===== src/rtl/mdio_pkg.sv =====
package mdio_pkg;

  localparam logic [1:0] OPC_READ     = 2'b10;
  localparam int         STAT_IDLE_BIT = 2;
  localparam int         WORD_W       = 32;
  localparam int         DATA_W       = 16;

  // opcode field of the maintenance word
  function automatic logic op_is_read(input logic [31:0] w);
    return w[29:28] == OPC_READ;
  endfunction

  // level on the line for frame position pos (preamble first)
  function automatic logic bit_at(input logic [31:0] w, input int pre, input int pos);
    if (pos < pre) return 1'b1;
    return w[5'(31 - (pos - pre))];
  endfunction

  // output enable for frame position pos: released from turnaround on for reads
  function automatic logic oe_at(input logic rd, input int pre, input int pos);
    return !(rd && (pos >= pre + 14));
  endfunction

endpackage


===== src/rtl/mdio_clk_div.sv =====
module mdio_clk_div #(
  parameter int DIV = 48
) (
  input  logic clk,
  input  logic rst_n,
  input  logic active,
  input  logic enable,
  output logic mdc,
  output logic rise_stb,
  output logic fall_stb
);
  localparam int HALF = DIV / 2;
  localparam int CW   = $clog2(DIV);

  logic [CW-1:0] cnt;
  logic          run;

  assign run      = active && enable;
  assign rise_stb = run && (cnt == CW'(HALF - 1));
  assign fall_stb = run && (cnt == CW'(DIV - 1));

  always_ff @(posedge clk or negedge rst_n) begin
    if (!rst_n) begin
      cnt <= '0;
      mdc <= 1'b0;
    end else if (!active) begin
      cnt <= '0;
      mdc <= 1'b0;
    end else if (enable) begin
      cnt <= fall_stb ? '0 : cnt + 1'b1;
      if (rise_stb)      mdc <= 1'b1;
      else if (fall_stb) mdc <= 1'b0;
    end
  end


  mdc_only_in_frame_chk: assert property (@(posedge clk) disable iff (!rst_n)
    mdc |-> active);


  mdc_hold_when_off_chk: assert property (@(posedge clk) disable iff (!rst_n)
    !enable |=> $stable(mdc));

endmodule


===== src/rtl/mdio_shifter.sv =====
module mdio_shifter
  import mdio_pkg::*;
#(
  parameter int PRE = 32
) (
  input  logic        clk,
  input  logic        rst_n,
  input  logic        start,
  input  logic [31:0] word,
  input  logic        rise_stb,
  input  logic        fall_stb,
  input  logic        mdio_i,
  output logic        busy,
  output logic        mdio_o,
  output logic        mdio_oe,
  output logic        frame_done,
  output logic [15:0] rd_data
);
  localparam int TOTAL = PRE + WORD_W;
  localparam int IW    = $clog2(TOTAL + 1);

  logic [IW-1:0] idx;
  logic [IW-1:0] nxt;
  logic [31:0]   word_q;
  logic          rd_q;
  logic          sample_evt;

  assign nxt        = idx + 1'b1;
  assign frame_done = busy && fall_stb && (idx == IW'(TOTAL - 1));
  assign sample_evt = busy && rise_stb && rd_q && (int'(idx) >= PRE + 16);

  always_ff @(posedge clk or negedge rst_n) begin
    if (!rst_n) begin
      busy    <= 1'b0;
      idx     <= '0;
      word_q  <= '0;
      rd_q    <= 1'b0;
      mdio_o  <= 1'b1;
      mdio_oe <= 1'b0;
      rd_data <= '0;
    end else if (start) begin
      busy    <= 1'b1;
      idx     <= '0;
      word_q  <= word;
      rd_q    <= op_is_read(word);
      mdio_o  <= bit_at(word, PRE, 0);
      mdio_oe <= 1'b1;
    end else if (busy) begin
      if (sample_evt) rd_data <= {rd_data[14:0], mdio_i};
      if (frame_done) begin
        busy    <= 1'b0;
        mdio_oe <= 1'b0;
        mdio_o  <= 1'b1;
      end else if (fall_stb) begin
        idx     <= nxt;
        mdio_o  <= bit_at(word_q, PRE, int'(nxt));
        mdio_oe <= oe_at(rd_q, PRE, int'(nxt));
      end
    end
  end


  read_release_chk: assert property (@(posedge clk) disable iff (!rst_n)
    (busy && rd_q && int'(idx) >= PRE + 14) |-> !mdio_oe);


  done_goes_idle_chk: assert property (@(posedge clk) disable iff (!rst_n)
    frame_done |=> !busy);


  drive_when_idle_off_chk: assert property (@(posedge clk) disable iff (!rst_n)
    !busy |-> !mdio_oe);

endmodule


===== src/rtl/mdio_frame_ctrl.sv =====
module mdio_frame_ctrl
  import mdio_pkg::*;
#(
  parameter int CLK_DIV = 48,
  parameter int PRE_LEN = 32
) (
  input  logic        clk,
  input  logic        rst_n,
  input  logic        mgmt_en,
  input  logic        reg_wr_en,
  input  logic        reg_sel,
  input  logic [31:0] reg_wdata,
  output logic [31:0] reg_rdata,
  output logic        mdc,
  output logic        mdio_o,
  output logic        mdio_oe,
  input  logic        mdio_i
);
  logic [31:0] maint_q;
  logic        busy;
  logic        start;
  logic        frame_done;
  logic        rise_stb;
  logic        fall_stb;
  logic [15:0] rd_data;
  logic [31:0] status_word;

  assign start = reg_wr_en && !reg_sel && !busy;

  always_comb begin
    status_word                = '0;
    status_word[STAT_IDLE_BIT] = !busy;
  end

  assign reg_rdata = reg_sel ? status_word : maint_q;

  always_ff @(posedge clk or negedge rst_n) begin
    if (!rst_n)                               maint_q <= '0;
    else if (start)                           maint_q <= reg_wdata;
    else if (frame_done && op_is_read(maint_q)) maint_q[15:0] <= rd_data;
  end

  mdio_clk_div #(.DIV(CLK_DIV)) clk_div_i (
    .clk      (clk),
    .rst_n    (rst_n),
    .active   (busy),
    .enable   (mgmt_en),
    .mdc      (mdc),
    .rise_stb (rise_stb),
    .fall_stb (fall_stb)
  );

  mdio_shifter #(.PRE(PRE_LEN)) shifter_i (
    .clk        (clk),
    .rst_n      (rst_n),
    .start      (start),
    .word       (reg_wdata),
    .rise_stb   (rise_stb),
    .fall_stb   (fall_stb),
    .mdio_i     (mdio_i),
    .busy       (busy),
    .mdio_o     (mdio_o),
    .mdio_oe    (mdio_oe),
    .frame_done (frame_done),
    .rd_data    (rd_data)
  );


  busy_write_ignored_chk: assert property (@(posedge clk) disable iff (!rst_n)
    (busy && reg_wr_en && !reg_sel && !frame_done) |=> $stable(maint_q));


  data_change_on_fall_chk: assert property (@(posedge clk) disable iff (!rst_n)
    !$stable(mdio_o) |-> !mdc);


  write_keeps_word_chk: assert property (@(posedge clk) disable iff (!rst_n)
    (frame_done && !op_is_read(maint_q)) |=> $stable(maint_q));

endmodule


===== config.mk =====
export PLATFORM = sky130hd
export DESIGN_NAME = mdio_frame_ctrl
export DESIGN_NICKNAME = d
export VERILOG_FILES = /design/src/rtl/mdio_pkg.sv /design/src/rtl/mdio_clk_div.sv /design/src/rtl/mdio_shifter.sv /design/src/rtl/mdio_frame_ctrl.sv
export SDC_FILE = /design/constraint.sdc
export NUM_CORES = 1
export LEC_CHECK = 0
export BUFFER_PORTS_ARGS = -buffer_cell sky130_fd_sc_hd__buf_2
export CAP_MARGIN = 0
export CORE_MARGIN = 2
export CORE_UTILIZATION = 55
export DETAILED_ROUTE_END_ITERATION = 6
export PLACE_DENSITY = 0.86
export SETUP_SLACK_MARGIN = 0.2
export SYNTH_ARGS = -nofsm -noshare
export SYNTH_HDL_FRONTEND = slang
export SYNTH_HIERARCHICAL = 1
export SYNTH_SLANG_ARGS = --single-unit

===== constraint.sdc =====
create_clock -name clk -period 4.2 [get_ports clk]
set_input_delay 1.26 -clock clk [delete_from_list [all_inputs] [get_ports clk]]
set_output_delay 1.26 -clock clk [all_outputs]
set_load 0.03 [all_outputs]

==> metrics.txt, run 1 <==
total track usage=a little under a quarter; Worst EP arrival=2.26 ns; Syn Inst Count=373; vias per cell=~5.9; Async SR Flop Fraction=between 90% and 100%; DR vias=~3.2k; DRC=0; initial core utilization=between 50 and 60%; min Tclk post-route=approximately 3.5 ns; first-pass GRT wire length=around 16 mm; final WL=around 9.7 mm; Reg area=2450 um^2; Synth Flop Type=dfrtp_1; Startpoint Class=input pin; mux share of post-synthesis cell area=21.7%; busiest layer in global routing=met2; full die area=between 9000 and 10000 um^2; grt ovf=0; CTS H-Tree Depth=3; share of cells above drive strength 1=between 30% and 40%; post-synthesis compound-gate area fraction=around 8.5%; Warnings, synthesis=6; Clock Path Buffers=2; worst skew pair latency=around 0.36 ns; Setup Viol. Count Final=0; Post-Synth Simple-Gate Area=about an eighth; initial antenna violation count=0; Mapped Avg Cell Area=between 10 and 15 um^2; cell area after synthesis=about 4700 um^2; Diodes inserted=0; Inserted Clock Buffers=9; slowest cell delay on critical path=~0.53 ns; M3 GR Usage=slightly above 5%; most common cell after layout, fill and taps aside=dfrtp_1; setup TNS=0 ns; largest net degree at the start of global routing=66; Post-DRT Antenna Nets=0; io pins=73; CORE AREA=8260 um^2; fin cells=551; Max-slew headroom=a little under half; max-cap violation count=0; crit end category=output pin; Synth Area in Adders=less than 1%; Power Dens Cells=about 420 nW/um^2; most frequent CP cell=buf_2; Synthesized Nets=between 400 and 500; Area Overhead vs Synth=13.1%; placed cell count=approximately 540; Final Hold Fails=0; ratio of final minimum period to clock period=83.7%; status=finished, final reports clean; Root Buffer=clkbuf_8; detailed-route wire length per cell=roughly 18 um; highest net fanout along the worst path=33; Pleak=about 2.6 nW; fin. max-slew vios=0; CP required=approximately 2.9 ns; EDFF count, synth=0; vias in the first global route=around 3.2k; # fillers=633; GPL Wtd Cong=~0.86; Post-CTS Hold Fix Bufs=0; CP delay by family, top=buffers and inverters; Seq cells post-synth=a little under 100; final net count=about 480; XOR/XNOR share of the synthesized area=under 10%; Buffers on Ports=a little over 70; row cnt=33; hold crit path type=register to register; Crit Path Class=input pin to output pin; crit path max-delay cell type=buf_2; worst path bufs/invs=2; Slew @ Worst Pin=between 0.7 and 0.8 ns; postcts setup bufs=0; Sink Count=approximately 100; sequential share of the synthesized area=a little over half; Cell Chain, Critical Path=buf_2 > mux2i_1 > buf_2; Detail Placement HPWL=between 6 and 7 mm; Fin Clk Skew=0.00693 ns; die height=slightly below 100 um; area of the multi-input gates=roughly 2100 um^2; most frequent cells in the layout=97 x dfrtp_1, 71 x buf_2, 51 x mux2_2; Max Fclk=approximately 0.28 GHz; Max IR drop VDD=between 200 and 300 uV; first-pass detailed-route iteration total=4; RSZ-0062 raised after global routing=no; post_cts resized=0; grt met2 use=between 30% and 40%; drt initial violations=slightly above 200; die width=96.6 um; Clk pin slew, worst setup/hold paths=roughly 0.090 ns; Distinct cells, synth=just under 60; largest family of logic cells by synthesized area=multiplexers; CTS tree=built; met1 usage=between 30% and 40%
-- routing by layer --
metal	wire, um	vias up
met3	563	22
met1	4140	1644
li1	-	1466
met4	276	0
met5	0	-
met2	4690	107
-- registers in the layout (all words and copies together) (netlist names) --
register           cells
clk_div_i/cnt          6
shifter_i/idx          7
shifter_i/busy         1
shifter_i/word_q      32
shifter_i/mdio_o       1
shifter_i/mdio_oe      1
shifter_i/rd_q         1
clk_div_i/mdc          1
maint_q               32
shifter_i/rd_data     16
-- logic make-up (layout without fill, tap and decap cells) --
kind of cell | count (synthesis) | in the layout
AO/OA/AOI/OAI | 57 | 57
XOR/XNOR | 8 | 8
adder cells (fa/ha/maj) | 3 | 3
buffers and inverters | 28 | 101
flip-flops | 98 | 98
multiplexers | 77 | 77
AND/OR/NAND/NOR | 102 | 102
-- worst register-to-register path, cell delays in order (launching register included) --
cell and delay, ns:
dfrtp_1 0.43, ha_1 0.21, nand2_1 0.10, or4b_4 0.51, nor2_1 0.14, nand2_1 0.16, nor3_1 0.30, nand3b_1 0.57
nand2_1 0.27, a2bb2oi_1 0.09
-- power breakdown --
part           switching (mW)  total [mW]  internal [mW]
Clock                   0.323       0.634          0.311
Combinational           0.264       0.492          0.229
Sequential             0.0896        1.11           1.02
-- cell type report --
type	instances	area share, %
inverters	9	0.681
clock inverters	5	1.13
clock buffers	11	2.84
repair buffers	76	7.37
well taps	105	2.46
flip-flops and latches	98	46.0
multi-input cells	247	39.5
-- worst paths after layout --
| kind | start | to | slack [ns] | depth (start not counted) |
|---|---|---|---|---|
| setup reg to reg | clk_div_i/cnt[0] | maint_q[15] | 1.32 | 9 |
| hold reg to reg | shifter_i/word_q[18] | shifter_i/word_q[18] | 0.51 | 1 |
| hold / removal | shifter_i/word_q[18] | shifter_i/word_q[18] | 0.51 | 1 |
| min in group asynchronous | rst_n | shifter_i/rd_data[6] | 0.97 | 1 |
| max in group asynchronous | rst_n | shifter_i/word_q[28] | 2.48 | 2 |
| setup / recovery | reg_sel | reg_rdata[2] | 0.68 | 3 |
-- synth_stat cells (2+ instances only) --
library cell / count / area share, %
a21oi_1: 21 / 2.2
a2bb2oi_1: 16 / 3.0
buf_1: 3 / 0.24
buf_2: 5 / 0.53
buf_4: 2 / 0.32
buf_6: 3 / 0.72
clkbuf_1: 5 / 0.40
dfrtp_1: 97 / 51
ha_1: 3 / 0.80
inv_1: 8 / 0.64
mux2_2: 51 / 12
mux2_4: 13 / 4.1
mux2i_1: 4 / 0.85
mux4_1: 3 / 1.7
mux4_2: 6 / 2.9
nand2_1: 25 / 2.0
nand2b_1: 2 / 0.27
nand3_1: 5 / 0.53
nand3b_1: 2 / 0.32
nand4_1: 2 / 0.27
nor2_1: 14 / 1.1
nor2b_1: 30 / 4.0
nor3_1: 2 / 0.21
o21ai_0: 7 / 0.74
or2_2: 2 / 0.27
or3_1: 2 / 0.27
or4_1: 3 / 0.48
xnor2_1: 5 / 0.93
xor2_1: 2 / 0.37
-- stage by stage --
step                      utilization [%]  total power, mW  cell area (um^2)  worst slack (ns)  hold WS [ns]
after global placement               62.0             1.59              5120             0.711         0.483
after detailed placement             62.0             1.62              5120             0.625         0.489
after global routing                 64.6             2.34              5330             0.571         0.528
after floorplan                         -             1.49              4710             0.800         0.472
final                                64.6             2.24              5330             0.683         0.510
after CTS                            64.6             2.24              5330             0.659         0.515
Power figures use the tool's default switching activity.
==> inputs of run 2 (changes only) <==
--- a/config.mk
+++ b/config.mk
@@ -8,9 +8,9 @@
 export BUFFER_PORTS_ARGS = -buffer_cell sky130_fd_sc_hd__buf_2
 export CAP_MARGIN = 0
 export CORE_MARGIN = 2
-export CORE_UTILIZATION = 55
+export CORE_UTILIZATION = 52
 export DETAILED_ROUTE_END_ITERATION = 6
-export PLACE_DENSITY = 0.86
+export PLACE_DENSITY = 0.85
 export SETUP_SLACK_MARGIN = 0.2
 export SYNTH_ARGS = -nofsm -noshare
 export SYNTH_HDL_FRONTEND = slang
==> constraint.sdc (replaced) <==
create_clock -name clk -period 2.88 [get_ports clk]
set_input_delay 0.864 -clock clk [delete_from_list [all_inputs] [get_ports clk]]
set_output_delay 0.864 -clock clk [all_outputs]
set_load 0.03 [all_outputs]
==> run 2 against run 1 <==
Compared with the run above:
- sequential power grew 43%
- sequential share of layout area decreased by 1.3 points
- global-route usage decreased by 2.5 points
- clock skew up 0.014 ns
- clock power up 69%
- routed wire length decreased by 2.3%
- combinational power rose by 54%
- worst setup slack worse by 0.26 ns
- core utilization shrank 2.0 points
- critical path type unchanged
- via count is 2.5% lower
==> metrics.txt, run 2 (synthesis results as in run 1) <==
status=finished, final reports clean; min Tclk post-route=approximately 2.5 ns; detailed-route wire length per cell=~17 um; Clock power frac=around a third; Diodes inserted=0; most frequent cells in the layout=97 x dfrtp_1, 71 x buf_2, 51 x mux2_2; final WL=roughly 9.5 mm; die height=roughly 99 um; CORE AREA=slightly below 9000 um^2; Pint=2.44 mW; most common cell after layout, fill and taps aside=dfrtp_1; Root Buffer=clkbuf_8; worst skew pair latency=approximately 0.36 ns; hold crit path type=input pin to asynchronous set/reset pin; Reg area=2450 um^2; fin. max-slew vios=0; first-pass detailed-route iteration total=4; ratio of final minimum period to clock period=a little under nine tenths; DR vias=between 3k and 4k; biggest regs=maint_q x32, shifter_i/word_q x32, shifter_i/rd_data x16; CTS H-Tree Depth=3; Max-slew headroom=between 50% and 60%; # fillers=~660; drt initial violations=183; first-pass GRT wire length=15.8 mm; Area Overhead vs Synth=16.3%; row cnt=34; Fin Clk Skew=roughly 0.021 ns; switching share of power=about 29%; Pleak=around 2.7 nW; vias per cell=roughly 5.7; Slew @ Worst Pin=between 0.6 and 0.7 ns; io pins=73; max-cap violation count=0; Crit Path Class=input pin to output pin; Power Dens Cells=approximately 620 nW/um^2; largest net degree at the start of global routing=between 70 and 80; final net count=around 490; combinational power share=22.1%; DRC=0; Clock Path Buffers=2; Buffers on Ports=~70; Post-DRT Antenna Nets=0; vias in the first global route=3202; initial antenna violation count=0; CTS tree=built; total track usage=20.1%; Sw Pwr=approximately 0.98 mW; die width=between 90 and 100 um; crit end category=output pin; Sink Count=just under 100; initial core utilization=about 54%; Detail Placement HPWL=around 6.6 mm; RSZ-0062 raised after global routing=no; full die area=about 9800 um^2; fin cells=between 500 and 600; Max IR drop VDD=~300 uV; setup TNS=0 ns; Worst EP arrival=~1.6 ns; Inserted Clock Buffers=9; Final Hold Fails=0; Startpoint Class=input pin; placed cell count=between 500 and 600; Max Fclk=0.406 GHz; CP required=between 2 and 2.5 ns; Setup Viol. Count Final=0; GPL Wtd Cong=approximately 0.8; Seq pwr share=roughly 47%; Clk pin slew, worst setup/hold paths=~0.1 ns; highest net fanout along the worst path=29; share of cells above drive strength 1=just over 40%; grt ovf=0; area of the multi-input gates=around 2100 um^2
-- run 2: final timing paths --
kind                       slack (ns)              from                   end  cells past startpoint
min in group clk                 0.51       maint_q[24]           maint_q[24]                      1
max in group asynchronous        1.71             rst_n  shifter_i/rd_data[1]                      2
setup / recovery                 0.42           reg_sel         reg_rdata[24]                      4
hold reg to reg                  0.51       maint_q[24]           maint_q[24]                      1
hold / removal                   0.47             rst_n            maint_q[6]                      1
setup reg to reg                 0.44  clk_div_i/cnt[0]            maint_q[8]                     10
-- run 2: stage by stage --
stage	utilization (%)	area (um^2)	hold WS, ns	power, mW	setup slack, ns
final	62.5	5480	0.472	3.42	0.419
after global routing	62.5	5480	0.515	3.58	0.239
after CTS	62.5	5480	0.493	3.44	0.360
after detailed placement	59.7	5230	0.487	2.38	0.145
after global placement	59.7	5230	0.483	2.35	0.247
after floorplan	-	4720	0.472	2.17	0.217
-- run 2: repair_timing --
| item | 4_1_cts | 5_1_grt |
|---|---|---|
| setup buffers | 0 | 0 |
| gates resized for setup | 0 | 1 |
| endpoints found under the setup margin | 0 | 4 |
| hold buffers | 0 | 0 |
-- run 2: area by class of cell --
cell class,instances,share of cell area [%]
clock buffers,10,2.51
clock inverters,5,1.96
inverters,9,0.662
multi-input cells,247,38.6
flip-flops and latches,98,44.8
well taps,108,2.47
repair buffers,81,9.00
-- run 2: worst max-delay path, cell delays in order --
cell and delay (ns):
buf_2 0.15, buf_12 0.17, nor2b_1 0.17, buf_2 0.22
-- run 2: power by group through the flow --
stage                     registers, mW  logic (mW)  clock network [mW]
after CTS                          1.59       0.762                1.08
final                              1.59       0.756                1.07
after global placement             1.61       0.736                   0
after global routing               1.61       0.822                1.15
after detailed placement           1.62       0.759                   0
after floorplan                    1.62       0.541                   0
-- run 2: layer usage --
| metal | part of all wire (%) | track usage [%] | routed length (um) | vias up |
|---|---|---|---|---|
| li1 | - | - | - | 1475 |
| met1 | 46 | 27.9 | 4350 | 1585 |
| met2 | 48 | 32.1 | 4550 | 84 |
| met3 | 4.1 | 3.02 | 386 | 14 |
| met4 | 1.8 | 8.11 | 171 | 0 |
| met5 | 0 | 0 | 0 | - |
==> inputs of run 3 (changes only) <==
--- a/config.mk
+++ b/config.mk
@@ -11,6 +11,7 @@
 export CORE_UTILIZATION = 52
 export DETAILED_ROUTE_END_ITERATION = 6
 export PLACE_DENSITY = 0.85
+export REMOVE_ABC_BUFFERS = 1
 export SETUP_SLACK_MARGIN = 0.2
 export SYNTH_ARGS = -nofsm -noshare
 export SYNTH_HDL_FRONTEND = slang
==> run 3 against run 2 <==
Compared with the run above:
- non-clock buffer count is 5 higher
- flip-flop and latch count stayed put
- count of clock-buffer cells in the layout is 1 lower
- routed wire length rose by 4.5%
- clock power rose by 15%
- power rose by 5.1%
- highest routed layer unchanged
==> metrics.txt, run 3 (synthesis results as in run 1) <==
status=finished, final reports clean; GPL Wtd Cong=0.892; hold crit path type=input pin to asynchronous set/reset pin; Diodes inserted=0; Root Buffer=clkbuf_8; initial core utilization=53.8%; postcts setup bufs=0; Core Util, Final=around 63%; Startpoint Class=input pin; RSZ-0062 raised after global routing=no; CORE AREA=approximately 9000 um^2; post-route cell area=about 5500 um^2; ratio of final minimum period to clock period=86.0%; vias in the first global route=3283; Max IR drop VDD=between 200 and 300 uV; most frequent cells in the layout=97 x dfrtp_1, 71 x buf_2, 51 x mux2_2; DR vias=3214; Detail Placement HPWL=6.92 mm; first-pass detailed-route iteration total=4; first-pass GRT wire length=roughly 16 mm; Sink Count=a little under 100; die height=between 90 and 100 um; Inserted Clock Buffers=9; crit path max-delay cell type=buf_4; Slew @ Worst Pin=~0.71 ns; Clk pin slew, worst setup/hold paths=around 0.090 ns; largest net degree at the start of global routing=42; Final Hold Fails=0; Area Overhead vs Synth=16.8%; io pins=73; CTS tree=built; placed cell count=548; highest net fanout along the worst path=17; fin. max-slew vios=0; Post-DRT Antenna Nets=0; setup TNS=0 ns; min Tclk post-route=2.48 ns; Worst EP arrival=approximately 1.6 ns; initial antenna violation count=0; full die area=approximately 9800 um^2; total power=between 3 and 4 mW; CTS H-Tree Depth=3; most common cell after layout, fill and taps aside=dfrtp_1; worst skew pair latency=between 0.3 and 0.4 ns; Power Dens Cells=653 nW/um^2; crit end category=output pin; Fin Clk Skew=0.00976 ns; max-cap violation count=0; most frequent CP cell=buf_2; CP required=a little over 2 ns; Buffers on Ports=a little over 70; Pleak=about 2.7 nW; row cnt=34; vias per cell=~5.7; Max Fclk=slightly above 0.4 GHz; slowest cell delay on critical path=around 0.24 ns; die width=about 99 um; total track usage=around a fifth; share of cells above drive strength 1=approximately two fifths; Cell Chain, Critical Path=buf_2 > buf_4 > and2b_1 > buf_2; Crit Path Class=input pin to output pin; Post-CTS Hold Fix Bufs=0; Setup Viol. Count Final=0; Max-slew headroom=roughly 53%; final WL=~9.9 mm; DRC=0; drt initial violations=between 150 and 200; detailed-route wire length per cell=~18 um; biggest regs=maint_q x32, shifter_i/word_q x32, shifter_i/rd_data x16; final net count=slightly below 500; fin cells=564; Clock Path Buffers=2; grt ovf=0; Placed Area=5210 um^2
-- run 3: critical path, delay by kind of cell --
| family | cells | cell delay [ns] |
|---|---|---|
| buffers and inverters | 3 | 0.55 |
| and+or+nand+nor | 1 | 0.20 |
-- run 3: final cells by class --
type                            count  area, um^2
Tap cell                          108         135
Timing Repair Buffer               86         480
Clock inverter                      7         164
Sequential cell                    98        2450
Multi-Input combinational cell    247        2110
Fill cell                         666        3260
Inverter                            9        36.3
Clock buffer                        9         124
-- run 3: timing repair --
action | CTS | global route
endpoints found under the setup margin | 0 | 16
hold endpoints to repair | 0 | 0
resized for setup | 0 | 1
-- run 3: where the power goes --
group | total (mW) | switching (mW) | internal (mW)
Sequential | 1.61 | 0.118 | 1.49
Combinational | 0.761 | 0.399 | 0.362
Clock | 1.23 | 0.472 | 0.754
Total | 3.59 | 0.989 | 2.60
-- run 3: layer usage --
metal | share of wire, % | GRT usage (%)
met5 | 0 | 0
met4 | 1.2 | 7.27
met3 | 4.0 | 3.37
met2 | 50 | 34.3
met1 | 44 | 28.4
-- run 3: final timing paths --
kind                                  start             endpoint  slack (ns)  cells after the start
setup / recovery                    reg_sel        reg_rdata[31]        0.40                      4
max in group asynchronous             rst_n  shifter_i/word_q[6]        1.76                      2
hold reg to reg                 maint_q[25]          maint_q[25]        0.51                      1
min in group clk                maint_q[25]          maint_q[25]        0.51                      1
setup reg to reg           clk_div_i/cnt[0]           maint_q[0]        0.43                     10
hold / removal                        rst_n          maint_q[12]        0.48                      1
-- run 3: per-stage QoR --
stage / hold WS [ns] / worst slack [ns]
after floorplan: 0.472 / 0.0381
after global placement: 0.483 / 0.227
after detailed placement: 0.490 / 0.120
after CTS: 0.494 / 0.313
after global routing: 0.522 / 0.225
final: 0.481 / 0.404
